==> src/rtl/pps_mon_pkg.sv <==
package pps_mon_pkg;

  localparam int DATA_W = 32;
  localparam int EXP_W  = DATA_W - 1;

  localparam int SEL_STATUS = 0;
  localparam int SEL_CTRL   = 1;
  localparam int SEL_OFFSET = 2;

  typedef struct packed {
    logic             fall_edge;
    logic [EXP_W-1:0] expected;
  } ctrl_word_t;

  // Stable decision: the interval just measured against the programmed one
  function automatic logic period_match(input logic [EXP_W-1:0] expected,
                                        input logic [EXP_W-1:0] measured);
    return expected == measured;
  endfunction

  // Status word: toggle on top, stable below it, count at the bottom
  function automatic logic [DATA_W-1:0] pack_status(input logic tog,
                                                    input logic stable,
                                                    input logic [DATA_W-3:0] count);
    return {tog, stable, count};
  endfunction

endpackage

==> src/rtl/pps_edge_capture.sv <==
module pps_edge_capture #(
  parameter int SYNC_STAGES = 2
) (
  input  logic clk,
  input  logic rst,
  input  logic pps_in,
  input  logic fall_sel,
  output logic pulse_o
);

  logic samp_pos;
  logic samp_neg;
  logic picked;
  logic [SYNC_STAGES-1:0] chain;
  logic last_lvl;
  logic rise_w;

  always_ff @(posedge clk) begin
    if (rst) samp_pos <= 1'b0;
    else     samp_pos <= pps_in;
  end

  always_ff @(negedge clk) begin
    if (rst) samp_neg <= 1'b0;
    else     samp_neg <= pps_in;
  end

  assign picked = fall_sel ? samp_neg : samp_pos;

  generate
    if (SYNC_STAGES == 1) begin : g_single
      always_ff @(posedge clk) begin
        if (rst) chain <= '0;
        else     chain <= picked;
      end
    end else begin : g_shift
      always_ff @(posedge clk) begin
        if (rst) chain <= '0;
        else     chain <= {chain[SYNC_STAGES-2:0], picked};
      end
    end
  endgenerate

  assign rise_w = chain[SYNC_STAGES-1] & ~last_lvl;

  always_ff @(posedge clk) begin
    if (rst) begin
      last_lvl <= 1'b0;
      pulse_o  <= 1'b0;
    end else begin
      last_lvl <= chain[SYNC_STAGES-1];
      pulse_o  <= rise_w;
    end
  end

  // the system pulse never lasts two cycles
  p_pulse_one_wide_r11: assert property (@(posedge clk) disable iff (rst)
    pulse_o |=> !pulse_o);

endmodule

==> src/rtl/pps_period_counter.sv <==
module pps_period_counter #(
  parameter int CNT_W = 11
) (
  input  logic             clk,
  input  logic             rst,
  input  logic             pulse_i,
  output logic [CNT_W-1:0] run_o,
  output logic [CNT_W-1:0] captured_o,
  output logic             sat_o
);

  localparam logic [CNT_W-1:0] CNT_MAX = {CNT_W{1'b1}};

  logic at_max_w;

  assign at_max_w = (run_o == CNT_MAX);
  assign sat_o    = at_max_w & ~pulse_i;

  always_ff @(posedge clk) begin
    if (rst) begin
      run_o      <= '0;
      captured_o <= '0;
    end else begin
      if (pulse_i)        run_o <= CNT_W'(1);
      else if (!at_max_w) run_o <= run_o + CNT_W'(1);
      if (pulse_i)        captured_o <= run_o;
      else if (sat_o)     captured_o <= CNT_MAX;
    end
  end

  // offset restarts at one right after a pulse
  p_offset_restart_r3: assert property (@(posedge clk) disable iff (rst)
    pulse_i |=> (run_o == CNT_W'(1)));

  // once saturated without a pulse, the count stays pinned
  p_sat_holds_r6: assert property (@(posedge clk) disable iff (rst)
    sat_o |=> (run_o == CNT_MAX) && (captured_o == CNT_MAX));

  // captured value changes only at a pulse or saturation
  p_capture_quiet_r4: assert property (@(posedge clk) disable iff (rst)
    (!pulse_i && !sat_o) |=> $stable(captured_o));

endmodule

==> src/rtl/pps_mon_regs.sv <==
module pps_mon_regs
  import pps_mon_pkg::*;
#(
  parameter int CNT_W    = 11,
  parameter int ADDR_W   = 2,
  parameter int CLK_FREQ = 1000
) (
  input  logic              clk,
  input  logic              rst,
  input  logic              pulse_i,
  input  logic              sat_i,
  input  logic [CNT_W-1:0]  run_i,
  input  logic [CNT_W-1:0]  captured_i,
  input  logic [ADDR_W-1:0] bus_addr,
  input  logic              bus_wr,
  input  logic [DATA_W-1:0] bus_wdata,
  input  logic              bus_rd,
  output logic [DATA_W-1:0] bus_rdata,
  output logic              bus_rvalid,
  output logic              fall_sel_o
);

  localparam int PAD_W = DATA_W - CNT_W;
  localparam logic [EXP_W-1:0] EXP_RESET = EXP_W'(CLK_FREQ);

  ctrl_word_t         ctrl_q;
  logic               stable_q;
  logic               tog_q;
  logic               ctrl_wr_w;
  logic               match_w;
  logic [DATA_W-1:0]  status_w;
  logic [DATA_W-1:0]  offset_w;
  logic [DATA_W-1:0]  rd_mux_w;

  assign ctrl_wr_w  = bus_wr && (bus_addr == ADDR_W'(SEL_CTRL));
  assign match_w    = period_match(ctrl_q.expected, EXP_W'(run_i));
  assign status_w   = pack_status(tog_q, stable_q, (DATA_W-2)'(captured_i));
  assign offset_w   = {{PAD_W{1'b0}}, run_i};
  assign fall_sel_o = ctrl_q.fall_edge;

  always_ff @(posedge clk) begin
    if (rst) begin
      ctrl_q.fall_edge <= 1'b0;
      ctrl_q.expected  <= EXP_RESET;
    end else if (ctrl_wr_w) begin
      ctrl_q <= ctrl_word_t'(bus_wdata);
    end
  end

  always_ff @(posedge clk) begin
    if (rst) begin
      stable_q <= 1'b0;
      tog_q    <= 1'b0;
    end else begin
      if (pulse_i)    stable_q <= match_w;
      else if (sat_i) stable_q <= 1'b0;
      if (pulse_i)    tog_q <= ~tog_q;
    end
  end

  always_comb begin
    rd_mux_w = '0;
    if (bus_addr == ADDR_W'(SEL_STATUS))      rd_mux_w = status_w;
    else if (bus_addr == ADDR_W'(SEL_CTRL))   rd_mux_w = ctrl_q;
    else if (bus_addr == ADDR_W'(SEL_OFFSET)) rd_mux_w = offset_w;
  end

  always_ff @(posedge clk) begin
    if (rst) begin
      bus_rdata  <= '0;
      bus_rvalid <= 1'b0;
    end else begin
      bus_rvalid <= bus_rd;
      if (bus_rd) bus_rdata <= rd_mux_w;
    end
  end

  // toggle flips on a pulse and holds otherwise
  p_toggle_flip_r7: assert property (@(posedge clk) disable iff (rst)
    pulse_i |=> (tog_q != $past(tog_q)));
  p_toggle_hold_r7: assert property (@(posedge clk) disable iff (rst)
    !pulse_i |=> $stable(tog_q));

  // stability can only be gained at a pulse
  p_stable_at_pulse_r5: assert property (@(posedge clk) disable iff (rst)
    $rose(stable_q) |-> $past(pulse_i));

  // saturation drops the stable flag
  p_sat_clears_r6: assert property (@(posedge clk) disable iff (rst)
    sat_i |=> !stable_q);

  // read-valid follows the strobe by one cycle
  p_rvalid_follow_r9: assert property (@(posedge clk) disable iff (rst)
    bus_rd |=> bus_rvalid);
  p_rvalid_idle_r9: assert property (@(posedge clk) disable iff (rst)
    !bus_rd |=> !bus_rvalid);

  // writes elsewhere leave the control word alone
  p_ctrl_guard_r10: assert property (@(posedge clk) disable iff (rst)
    (bus_wr && (bus_addr != ADDR_W'(SEL_CTRL))) |=> $stable(ctrl_q));

endmodule

==> src/rtl/pps_monitor.sv <==
module pps_monitor
  import pps_mon_pkg::*;
#(
  parameter int CLK_FREQ    = 1000,
  parameter int SYNC_STAGES = 2,
  parameter int ADDR_W      = 2
) (
  input  logic              clk,
  input  logic              rst,
  input  logic              pps_in,
  input  logic [ADDR_W-1:0] bus_addr,
  input  logic              bus_wr,
  input  logic [31:0]       bus_wdata,
  input  logic              bus_rd,
  output logic [31:0]       bus_rdata,
  output logic              bus_rvalid,
  output logic              pps_pulse
);

  localparam int CNT_W = $clog2(CLK_FREQ) + 1;

  logic             fall_sel_w;
  logic             pulse_w;
  logic             sat_w;
  logic [CNT_W-1:0] run_w;
  logic [CNT_W-1:0] captured_w;

  pps_edge_capture #(
    .SYNC_STAGES(SYNC_STAGES)
  ) u_capture (
    .clk     (clk),
    .rst     (rst),
    .pps_in  (pps_in),
    .fall_sel(fall_sel_w),
    .pulse_o (pulse_w)
  );

  pps_period_counter #(
    .CNT_W(CNT_W)
  ) u_counter (
    .clk       (clk),
    .rst       (rst),
    .pulse_i   (pulse_w),
    .run_o     (run_w),
    .captured_o(captured_w),
    .sat_o     (sat_w)
  );

  pps_mon_regs #(
    .CNT_W   (CNT_W),
    .ADDR_W  (ADDR_W),
    .CLK_FREQ(CLK_FREQ)
  ) u_regs (
    .clk       (clk),
    .rst       (rst),
    .pulse_i   (pulse_w),
    .sat_i     (sat_w),
    .run_i     (run_w),
    .captured_i(captured_w),
    .bus_addr  (bus_addr),
    .bus_wr    (bus_wr),
    .bus_wdata (bus_wdata),
    .bus_rd    (bus_rd),
    .bus_rdata (bus_rdata),
    .bus_rvalid(bus_rvalid),
    .fall_sel_o(fall_sel_w)
  );

  assign pps_pulse = pulse_w;

endmodule

==> config.mk <==
export PLATFORM = sky130hd
export DESIGN_NAME = pps_monitor
export DESIGN_NICKNAME = d
export VERILOG_FILES = /design/src/rtl/pps_mon_pkg.sv /design/src/rtl/pps_edge_capture.sv /design/src/rtl/pps_period_counter.sv /design/src/rtl/pps_mon_regs.sv /design/src/rtl/pps_monitor.sv
export SDC_FILE = /design/constraint.sdc
export NUM_CORES = 1
export LEC_CHECK = 0
export CAP_MARGIN = 30
export CORE_UTILIZATION = 52
export DETAILED_ROUTE_END_ITERATION = 7
export PLACE_DENSITY = 0.78
export SETUP_SLACK_MARGIN = 0.02
export SLEW_MARGIN = 20
export SYNTH_ARGS = -nofsm -noshare
export SYNTH_HDL_FRONTEND = slang
export SYNTH_SLANG_ARGS = --single-unit
==> constraint.sdc <==
create_clock -name clk -period 1.84 [get_ports clk]
set_clock_uncertainty 0.05 [all_clocks]
set_input_delay 0.368 -clock clk [delete_from_list [all_inputs] [get_ports clk]]
set_output_delay 0.368 -clock clk [all_outputs]
set_load 0.01 [all_outputs]
# == After elaboration in Yosys (flattened, before gate mapping) ==
# Index checks and enable logic that the tools add are counted.
# word_totals
register_bits,95
in_bits,39
output_inout_bits,34
elab_cells,40
# op_classes
n_addsub,1
eq_ne,5
mux,11
bitwise,5
n_reduce_logical,4
# ops
cell,n
32-bit 2-to-1 mux,2
11-bit 2-to-1 mux,3
31-bit by 11-bit equality test with 1-bit output,1
"11-bit by 1-bit adder with 11-bit output, second input constant",1
"11-bit equality test, second input constant",1
1-bit 2-to-1 mux,6
1-bit NOT,3
1-bit bitwise AND,2
"2-bit by 1-bit equality test with 1-bit output, second input constant",1
"2-bit equality test, second input constant",1
2-bit logical NOT,1
"2-bit != test, second input constant",1
2-bit nonzero test,1
2-bit OR reduction,1
1-bit logical AND,1

# == Logic depth before layout (Yosys ltp) ==
# Gate-level depths: netlist (run 1).
# depth
depth_word,4
mapped_depth,7
depth_no_buf,5

# == By module ==
# A second synthesis (run 1) with hierarchy kept.
# hier_totals
hier_cells,459
area_unflattened_um2,4008.8
# by_module_without_submodules
mod,instances,cells_per_inst,area_each_um2,seq_area_each_um2
pps_mon_regs,1,339,2891.5,1341.3
pps_period_counter,1,107,947.2,440.4
pps_edge_capture,1,13,170.2,120.1

==> results_dict.tcl, run 1 <==
set metrics [dict create \
    grt_remaining_overflow 0 \
    synthAdderAreaFrac 0.00323 \
    syn-num-nets 498 \
    clock-sinks 95 \
    path_clk_slew_ns 0.09 \
    synthXorXnorAreaFrac 0.0361 \
    synth-edff-count 0 \
    grt_first_pass_wirelength_um 14700 \
    drive_gt1_frac 0.0882 \
    cts_setup_buffers 0 \
    max_freq_mhz 564 \
    synthMuxAreaShare 0.0439 \
    syn_area_per_cell_um2 8.47 \
    ys_types 34 \
    maxCapViolCount 0 \
    crit_fanout 5 \
    tightest_slew_ns 0.742 \
    hold_class "primary input to flip-flop" \
    fin_crit_sh 0.963 \
    dieArea_um2 7810 \
    cp_cell_sequence "clkdlybuf4s50_1" \
    slew_headroom 0.505 \
    final_common_cell "dfxtp_1" \
    syn_inst 458 \
    drcViolationCount 0 \
    synth_seq_area_share 0.490 \
    cp_num_buf_inv 1 \
    ys_ff_latch 95 \
    core_um2 7210 \
    initialDrtViolationCount 238 \
    final_cell_mix "dfxtp_1 (95), clkdlybuf4s50_1 (71), nand2_1 (69), a21oi_1 (64), nor2_1 (60)" \
    crit_type "flip-flop to primary output" \
    syn-cell-area_um2 3880 \
    crit_start "u_capture.pulse_o$_SDFF_PP0_" \
    fin_hold_ws_ns 0.222 \
    wirelength_um 9200 \
    p_leak_nw 1.83 \
    finalPower_mw 4.09 \
    diodes 0 \
    cts_tree "yes" \
    cp_slowest_cell "clkdlybuf4s50_1" \
    dp_cells 616 \
    grt_pass1_vias 3052 \
    p_per_area_nw_per_um2 815 \
    yosys_most_used_dff "dfxtp_1" \
    cts-hold-fix-buffers 0 \
    setup_viol 0 \
    ys_async_sr_fraction 0 \
    gp_congestion 0.825 \
    io_buffers 72 \
    final_area_um2 5020 \
    fin_cells 632 \
    place_ws_ns -0.171 \
    grt_max_degree 83 \
    crit_arrival_ns 1.35 \
    grt_use_total 0.248 \
    critPathLaunchType "flip-flop" \
    cts-htree-levels 3 \
    nets 568 \
    vdd_drop_max_mv 0.485 \
    status "completed" \
    setup_tns_ns 0 \
    crit_required_ns 1.42 \
    drt_first_pass_iters 5 \
    placedInstanceArea_um2 4770 \
    cp-end-kind "primary output" \
    hold_start "rst" \
    cts_buffer_depth 2 \
    period_needed_ns 1.77 \
    wl_per_cell_um 14.6 \
    numCtsBuffers 9 \
    via_per_inst 5.39 \
    syn2layout_area_growth_pct 29.4 \
    final_hold_viol_count 0 \
    io_pins 73 \
    detail-route-antenna-nets 0 \
    dpl.hpwl_um 6390 \
    r2r_start "u_capture.samp_neg$_DFF_N_" \
    vias 3405 \
    rsz0062_at_grt "false" \
    synth_compound_area_frac 0.147 \
    die_width_um 88.4 \
    clock_latency_ns 0.39 \
    yosys.area_share.simple 0.229 \
    maxSlewViolCount 0 \
    rows 31 \
    cp_top_family "buffers and inverters" \
    start_util 0.537 \
    max_stage_delay_ns 0.57 \
    setup_slack_ns 0.0678 \
    synth_top_family_by_area "simple AND/OR/NAND/NOR gates" \
    utilization 0.696 \
    yosysWarnings 0 \
    cts-root-buf "clkbuf_8" \
    die_y_um 88.4 \
    antenna_found_initial 0 \
]
## path summary, 6_finish.rpt
path,cells past startpoint,endpoint,slack (ns)
min reg2reg,1,u_capture.pulse_o$_SDFF_PP0_,0.34
max,1,pps_pulse,0.07
max reg2reg,2,u_capture.chain[0]$_SDFF_PP0_,0.08
min,2,u_counter.run_o[0]$_SDFFE_PP0P_,0.22
## sequential cells by signal (all words and copies together) (netlist names)
name and count:
u_regs.bus_rdata 32, u_regs.ctrl_q 31, u_counter.captured_o 11, u_counter.run_o 11, u_capture.chain 2, u_capture.last_lvl 1, u_capture.pulse_o 1, u_capture.samp_neg 1
u_capture.samp_pos 1, u_regs.bus_rvalid 1, u_regs.fall_sel_o 1, u_regs.stable_q 1, u_regs.tog_q 1
## where the power goes
part           internal [mW]  total (mW)  switching (mW)
sequential              2.11        2.16          0.0408
combinational          0.209       0.404           0.195
clock                  0.789        1.53           0.740
total                   3.11        4.09           0.977
## what timing repair did
item,in CTS,in global routing
gates resized for setup,0,1
hold endpoints to repair,0,0
endpoints found under the setup margin,0,1
## routing by layer
layer	GRT usage	wire length [µm]	up-vias	share of wire
met3	0.0457	433	20	0.047
li1	-	-	1685	-
met5	0	0	-	0
met1	0.328	4010	1599	0.44
met2	0.394	4530	101	0.49
met4	0.117	223	0	0.024
## synthesized netlist by cell type, drive strengths merged, types with 5 or more instances
master	number	area (µm²)
dfxtp	95	1900
nand2	69	259
a21oi	64	320
nor2	60	225
clkbuf	27	101
nor2b	25	156
mux2i	17	170
xnor2	16	140
inv	12	45.0
a211oi	11	82.6
a221oi	10	113
buf	8	45.0
nand3b	7	52.6
nand4	6	52.6
nor3	5	30.0
nor4	5	31.3
## cell type report
cell class / count / area, µm²
inverters: 11 / 41.3
clock buffers: 13 / 213
flip-flops and latches: 95 / 1900
multi-input cells: 316 / 1790
well taps: 99 / 124
clock inverters: 4 / 30.0
fillers: 584 / 2200
repair buffers: 94 / 918
## logic make-up after synthesis
kind of cell / after synthesis
xor gates and xnor gates: 16
buffers and inverters: 47
and+or+nand+nor: 189
adders and majority gates: 1
muxes: 17
DFF: 95
AOI/OAI and AO/OA: 93
Power figures use the tool's default switching activity.
==> run 2, diff against run 1 <==
Settings changed: CAP_MARGIN 30 to not set, CORE_UTILIZATION 52 to 54, CTS_BUF_LIST set to sky130_fd_sc_hd__clkbuf_4 sky130_fd_sc_hd__clkbuf_8, PLACE_DENSITY 0.78 to 0.8.
==> run 2 against run 1 <==
  * Worst hold slack got worse by 0.070 ns
  * Wire length increased by 0.26%
  * Setup slack improved by 0.019 ns
  * Largest power group unchanged
  * Utilization increased by 3.2 points
  * Critical path type unchanged
  * Largest cell class unchanged
  * Critical endpoint unchanged
  * Die area decreased by 3.6%
==> results_dict.tcl, run 2 (synthesized netlist as in run 1, its figures left out) <==
set metrics [dict create \
    crit_fanout 5 \
    drt_first_pass_iters 4 \
    clock-sinks 95 \
    cts-hold-fix-buffers 0 \
    maxSlewViolCount 0 \
    crit_arrival_ns 1.34 \
    grt_remaining_overflow 0 \
    cp_top_family "buffers and inverters" \
    cts_buffer_depth 2 \
    utilization 0.727 \
    grt_pass1_vias 3147 \
    die_y_um 86.7 \
    critPathLaunchType "flip-flop" \
    nets 569 \
    fin_cells 630 \
    antenna_found_initial 0 \
    crit_required_ns 1.42 \
    hold_start "rst" \
    setup_slack_ns 0.0867 \
    final_hold_viol_count 0 \
    drive_gt1_frac 0.0880 \
    rr_worst_depth 5 \
    final_cell_mix "dfxtp_1 (95), clkdlybuf4s50_1 (71), nand2_1 (69), a21oi_1 (64), nor2_1 (60)" \
    syn2layout_area_growth_pct 28.8 \
    gp_congestion 0.837 \
    core_um2 6870 \
    holdPathEnd "u_capture.samp_pos$_DFF_P_" \
    cp_num_buf_inv 1 \
    r2r_start "u_counter.run_o[1]$_SDFFE_PP0P_" \
    p_per_area_nw_per_um2 817 \
    maxCapViolCount 0 \
    fin_hold_ws_ns 0.152 \
    grt_use_total 0.265 \
    r2r_setup_slack_ns 0.16 \
    ctsResizeCount 0 \
    top_register "u_regs.bus_rdata" \
    vias 3378 \
    vdd_drop_max_mv 0.419 \
    diodes 0 \
    die_width_um 86.7 \
    cts_tree "yes" \
    p_leak_nw 1.82 \
    wirelength_um 9220 \
    clock_latency_ns 0.40 \
    final_common_cell "dfxtp_1" \
    rows 30 \
    grt_max_degree 45 \
    num-fill-cells 514 \
    cp_slowest_cell "clkdlybuf4s50_1" \
    setup_tns_ns 0 \
    io_pins 73 \
    r2r_end "u_counter.captured_o[5]$_SDFFE_PP0P_" \
    cp_cell_sequence "clkdlybuf4s50_1" \
    place_ws_ns -0.162 \
    tightest_slew_ns 0.725 \
    largest_reg_flops 32 \
    max_freq_mhz 570 \
    dpl.hpwl_um 6450 \
    detail-route-antenna-nets 0 \
    setup_viol 0 \
    fin_crit_sh 0.953 \
    initialDrtViolationCount 171 \
    io_buffers 72 \
    max_stage_delay_ns 0.56 \
    slew_headroom 0.516 \
    cts-root-buf "clkbuf_8" \
    cts_setup_buffers 0 \
    cp-end-kind "primary output" \
    wl_per_cell_um 14.6 \
    drcViolationCount 0 \
    period_needed_ns 1.75 \
    path_clk_slew_ns 0.09 \
    rsz0062_at_grt "false" \
    crit_type "flip-flop to primary output" \
    dieArea_um2 7520 \
    start_util 0.564 \
    grt_first_pass_wirelength_um 15100 \
    status "completed" \
    hold_class "primary input to flip-flop" \
    numCtsBuffers 9 \
    dp_cells 614 \
    via_per_inst 5.36 \
    reg.largest.list "u_regs.bus_rdata: 32 flops, u_regs.ctrl_q: 31 flops" \
    hold_depth 2 \
    cts-htree-levels 3 \
]
==> run 2: cell count changes in the layout (fill, tap and decap cells not counted), sizes merged <==
| cell | previous run | this run |
|---|---|---|
| clkbuf | 13 | 9 |
| bufinv | 0 | 2 |
| clkinvlp | 0 | 2 |
| buf | 23 | 24 |
==> run 2: where the power goes <==
group / switching [mW] / total, mW / internal [mW] / leakage [nW]
logic: 0.195 / 0.404 / 0.209 / 0.937
clock network: 0.754 / 1.52 / 0.769 / 0.111
registers: 0.0405 / 2.16 / 2.11 / 0.773
total: 0.990 / 4.08 / 3.09 / 1.82
==> run 2: cell type report <==
| cell class | instances | area (µm²) | area share |
|---|---|---|---|
| Sequential cell | 95 | 1900 | 0.381 |
| Multi-Input combinational cell | 316 | 1780 | 0.357 |
| Timing Repair Buffer | 95 | 926 | 0.185 |
| Clock buffer | 9 | 124 | 0.0248 |
| Tap cell | 96 | 120 | 0.0240 |
| Clock inverter | 8 | 98.8 | 0.0198 |
| Inverter | 11 | 41.3 | 0.00826 |
==> run 2: how the worst max path moves through the flow <==
stage	to	startpoint	cells past startpoint	slack [ns]
after floorplan	u_capture.samp_neg$_DFF_N_	rst	3	0.04
after global placement	u_capture.samp_neg$_DFF_N_	pps_in	2	-0.15
after detailed placement	u_capture.samp_neg$_DFF_N_	pps_in	2	-0.16
after CTS	pps_pulse	u_capture.pulse_o$_SDFF_PP0_	1	0.06
after global routing	pps_pulse	u_capture.pulse_o$_SDFF_PP0_	1	0.03
final	pps_pulse	u_capture.pulse_o$_SDFF_PP0_	1	0.09
==> run 2: per-layer routing <==
metal  up-vias  global-route usage  share of wire
li1       1683                   -              -
met1      1583               0.348           0.45
met2       101               0.429           0.48
met3        11              0.0562          0.053
met4         0               0.102          0.016
met5         -                   0              0
==> run 2: per-stage QoR <==
stage          instance area [µm²]  power [mW]
2_1_floorplan                 3900        2.41
3_3_place_gp                  4780        2.60
3_5_place_dp                  4780        2.61
4_1_cts                       5000        4.09
5_1_grt                       5000        4.23
6_report                      5000        4.08
==> run 3, diff against run 2 <==
Settings changed: PLACE_DENSITY 0.8 to 0.82.
==> run 3 against run 2 <==
  * Register-to-register slack hardly changed
  * Maximum frequency shrank 0.75%
  * Sequential cell count unchanged
  * Wire length up 0.26%
  * Combinational power is essentially flat
==> results_dict.tcl, run 3 (synthesized netlist as in run 1, its figures left out) <==
set metrics [dict create \
    slew_headroom 0.513 \
    crit_end "pps_pulse" \
    crit_type "flip-flop to primary output" \
    cp_top_family "buffers and inverters" \
    r2r_setup_slack_ns 0.15 \
    r2r_end "u_regs.stable_q$_SDFFE_PP0P_" \
    critPathLaunchType "flip-flop" \
    cts-hold-fix-buffers 0 \
    status "completed" \
    wirelength_um 9240 \
    path_clk_slew_ns 0.09 \
    cts-htree-levels 3 \
    utilization 0.724 \
    via_per_inst 5.41 \
    final_hold_viol_count 0 \
    max_stage_delay_ns 0.57 \
    initialDrtViolationCount 219 \
    io_pins 73 \
    clock-sinks 95 \
    top_register "u_regs.bus_rdata" \
    start_util 0.564 \
    grt_use_total 0.262 \
    die_width_um 86.7 \
    cts_buffer_depth 2 \
    crit_required_ns 1.42 \
    crit_cells 1 \
    setup_viol 0 \
    gp_congestion 0.825 \
    cp_cell_sequence "clkdlybuf4s50_1" \
    r2r_start "u_counter.run_o[0]$_SDFFE_PP0P_" \
    grt_first_pass_wirelength_um 15200 \
    drcViolationCount 0 \
    maxSlewViolCount 0 \
    vdd_drop_max_mv 0.519 \
    rows 30 \
    syn2layout_area_growth_pct 28.3 \
    antenna_found_initial 0 \
    period_needed_ns 1.77 \
    final_cell_mix "dfxtp_1 (95), clkdlybuf4s50_1 (71), nand2_1 (69), a21oi_1 (64), nor2_1 (60)" \
    place_ws_ns -0.167 \
    grt_remaining_overflow 0 \
    cts_tree "yes" \
    dieArea_um2 7520 \
    detail-route-antenna-nets 0 \
    numCtsBuffers 9 \
    drive_gt1_frac 0.0933 \
    nets 571 \
    fin_crit_sh 0.960 \
    p_leak_nw 1.82 \
    cts-root-buf "clkbuf_8" \
    largest_reg_flops 32 \
    reg.largest.list "u_regs.bus_rdata: 32 flops, u_regs.ctrl_q: 31 flops" \
    maxCapViolCount 0 \
    fin_hold_ws_ns 0.225 \
    diodes 0 \
    vias 3420 \
    hold_class "primary input to flip-flop" \
    placedInstanceArea_um2 4770 \
    cp-end-kind "primary output" \
    final_area_um2 4970 \
    crit_start "u_capture.pulse_o$_SDFF_PP0_" \
    drt_first_pass_iters 5 \
    cp_num_buf_inv 1 \
    dpl.hpwl_um 6520 \
    io_buffers 72 \
    max_freq_mhz 566 \
    grt_max_degree 39 \
    crit_arrival_ns 1.35 \
    setup_tns_ns 0 \
    p_per_area_nw_per_um2 799 \
    rsz0062_at_grt "false" \
    setup_slack_ns 0.0734 \
    tightest_slew_ns 0.730 \
    grt_pass1_vias 3186 \
    crit_fanout 5 \
    cts_setup_buffers 0 \
    rr_worst_depth 5 \
    final_common_cell "dfxtp_1" \
    cp_slowest_cell "clkdlybuf4s50_1" \
    die_y_um 86.7 \
    core_um2 6870 \
    clock_latency_ns 0.39 \
    wl_per_cell_um 14.6 \
]
run 3: per-layer routing:
metal	vias up	GRT usage	part of all wire
met5	-	0	0
met4	0	0.118	0.022
met3	16	0.0467	0.052
met2	106	0.405	0.47
met1	1609	0.358	0.45
li1	1689	-	-
run 3: worst min path at each step:
| stage | endpoint | slack, ns | startpoint | cells past startpoint |
|---|---|---|---|---|
| 2_1_floorplan | u_capture.pulse_o$_SDFF_PP0_ | 0.32 | u_capture.last_lvl$_SDFF_PP0_ | 1 |
| 3_3_place_gp | u_capture.pulse_o$_SDFF_PP0_ | 0.33 | u_capture.last_lvl$_SDFF_PP0_ | 1 |
| 3_5_place_dp | u_capture.pulse_o$_SDFF_PP0_ | 0.34 | u_capture.last_lvl$_SDFF_PP0_ | 1 |
| 4_1_cts | u_capture.samp_pos$_DFF_P_ | 0.21 | rst | 2 |
| 5_1_grt | u_capture.samp_pos$_DFF_P_ | 0.20 | rst | 2 |
| 6_report | u_capture.samp_pos$_DFF_P_ | 0.22 | rst | 2 |
run 3: what timing repair did:
| action | CTS | global route |
|---|---|---|
| endpoints found under the setup margin | 0 | 1 |
| endpoints found under the hold margin | 0 | 0 |
| gates resized for setup | 0 | 1 |
run 3: power by group:
group          leakage [nW]  switching, mW  internal [mW]
Clock                 0.114          0.739          0.677
Sequential            0.773         0.0408           2.11
Combinational         0.938          0.196          0.207
run 3: area by class of cell:
type	instances	area [µm²]
repair buffers	97	916
fillers	520	1890
inverters	11	41.3
clock inverters	7	67.6
flip-flops and latches	95	1900
multi-input cells	316	1790
clock buffers	10	138
well taps	96	120
run 3: metrics by stage:
stage,power (mW),cells
2_1_floorplan,2.41,458
5_1_grt,4.13,632
3_3_place_gp,2.60,616
3_5_place_dp,2.61,616
6_report,3.98,632
4_1_cts,4.00,632
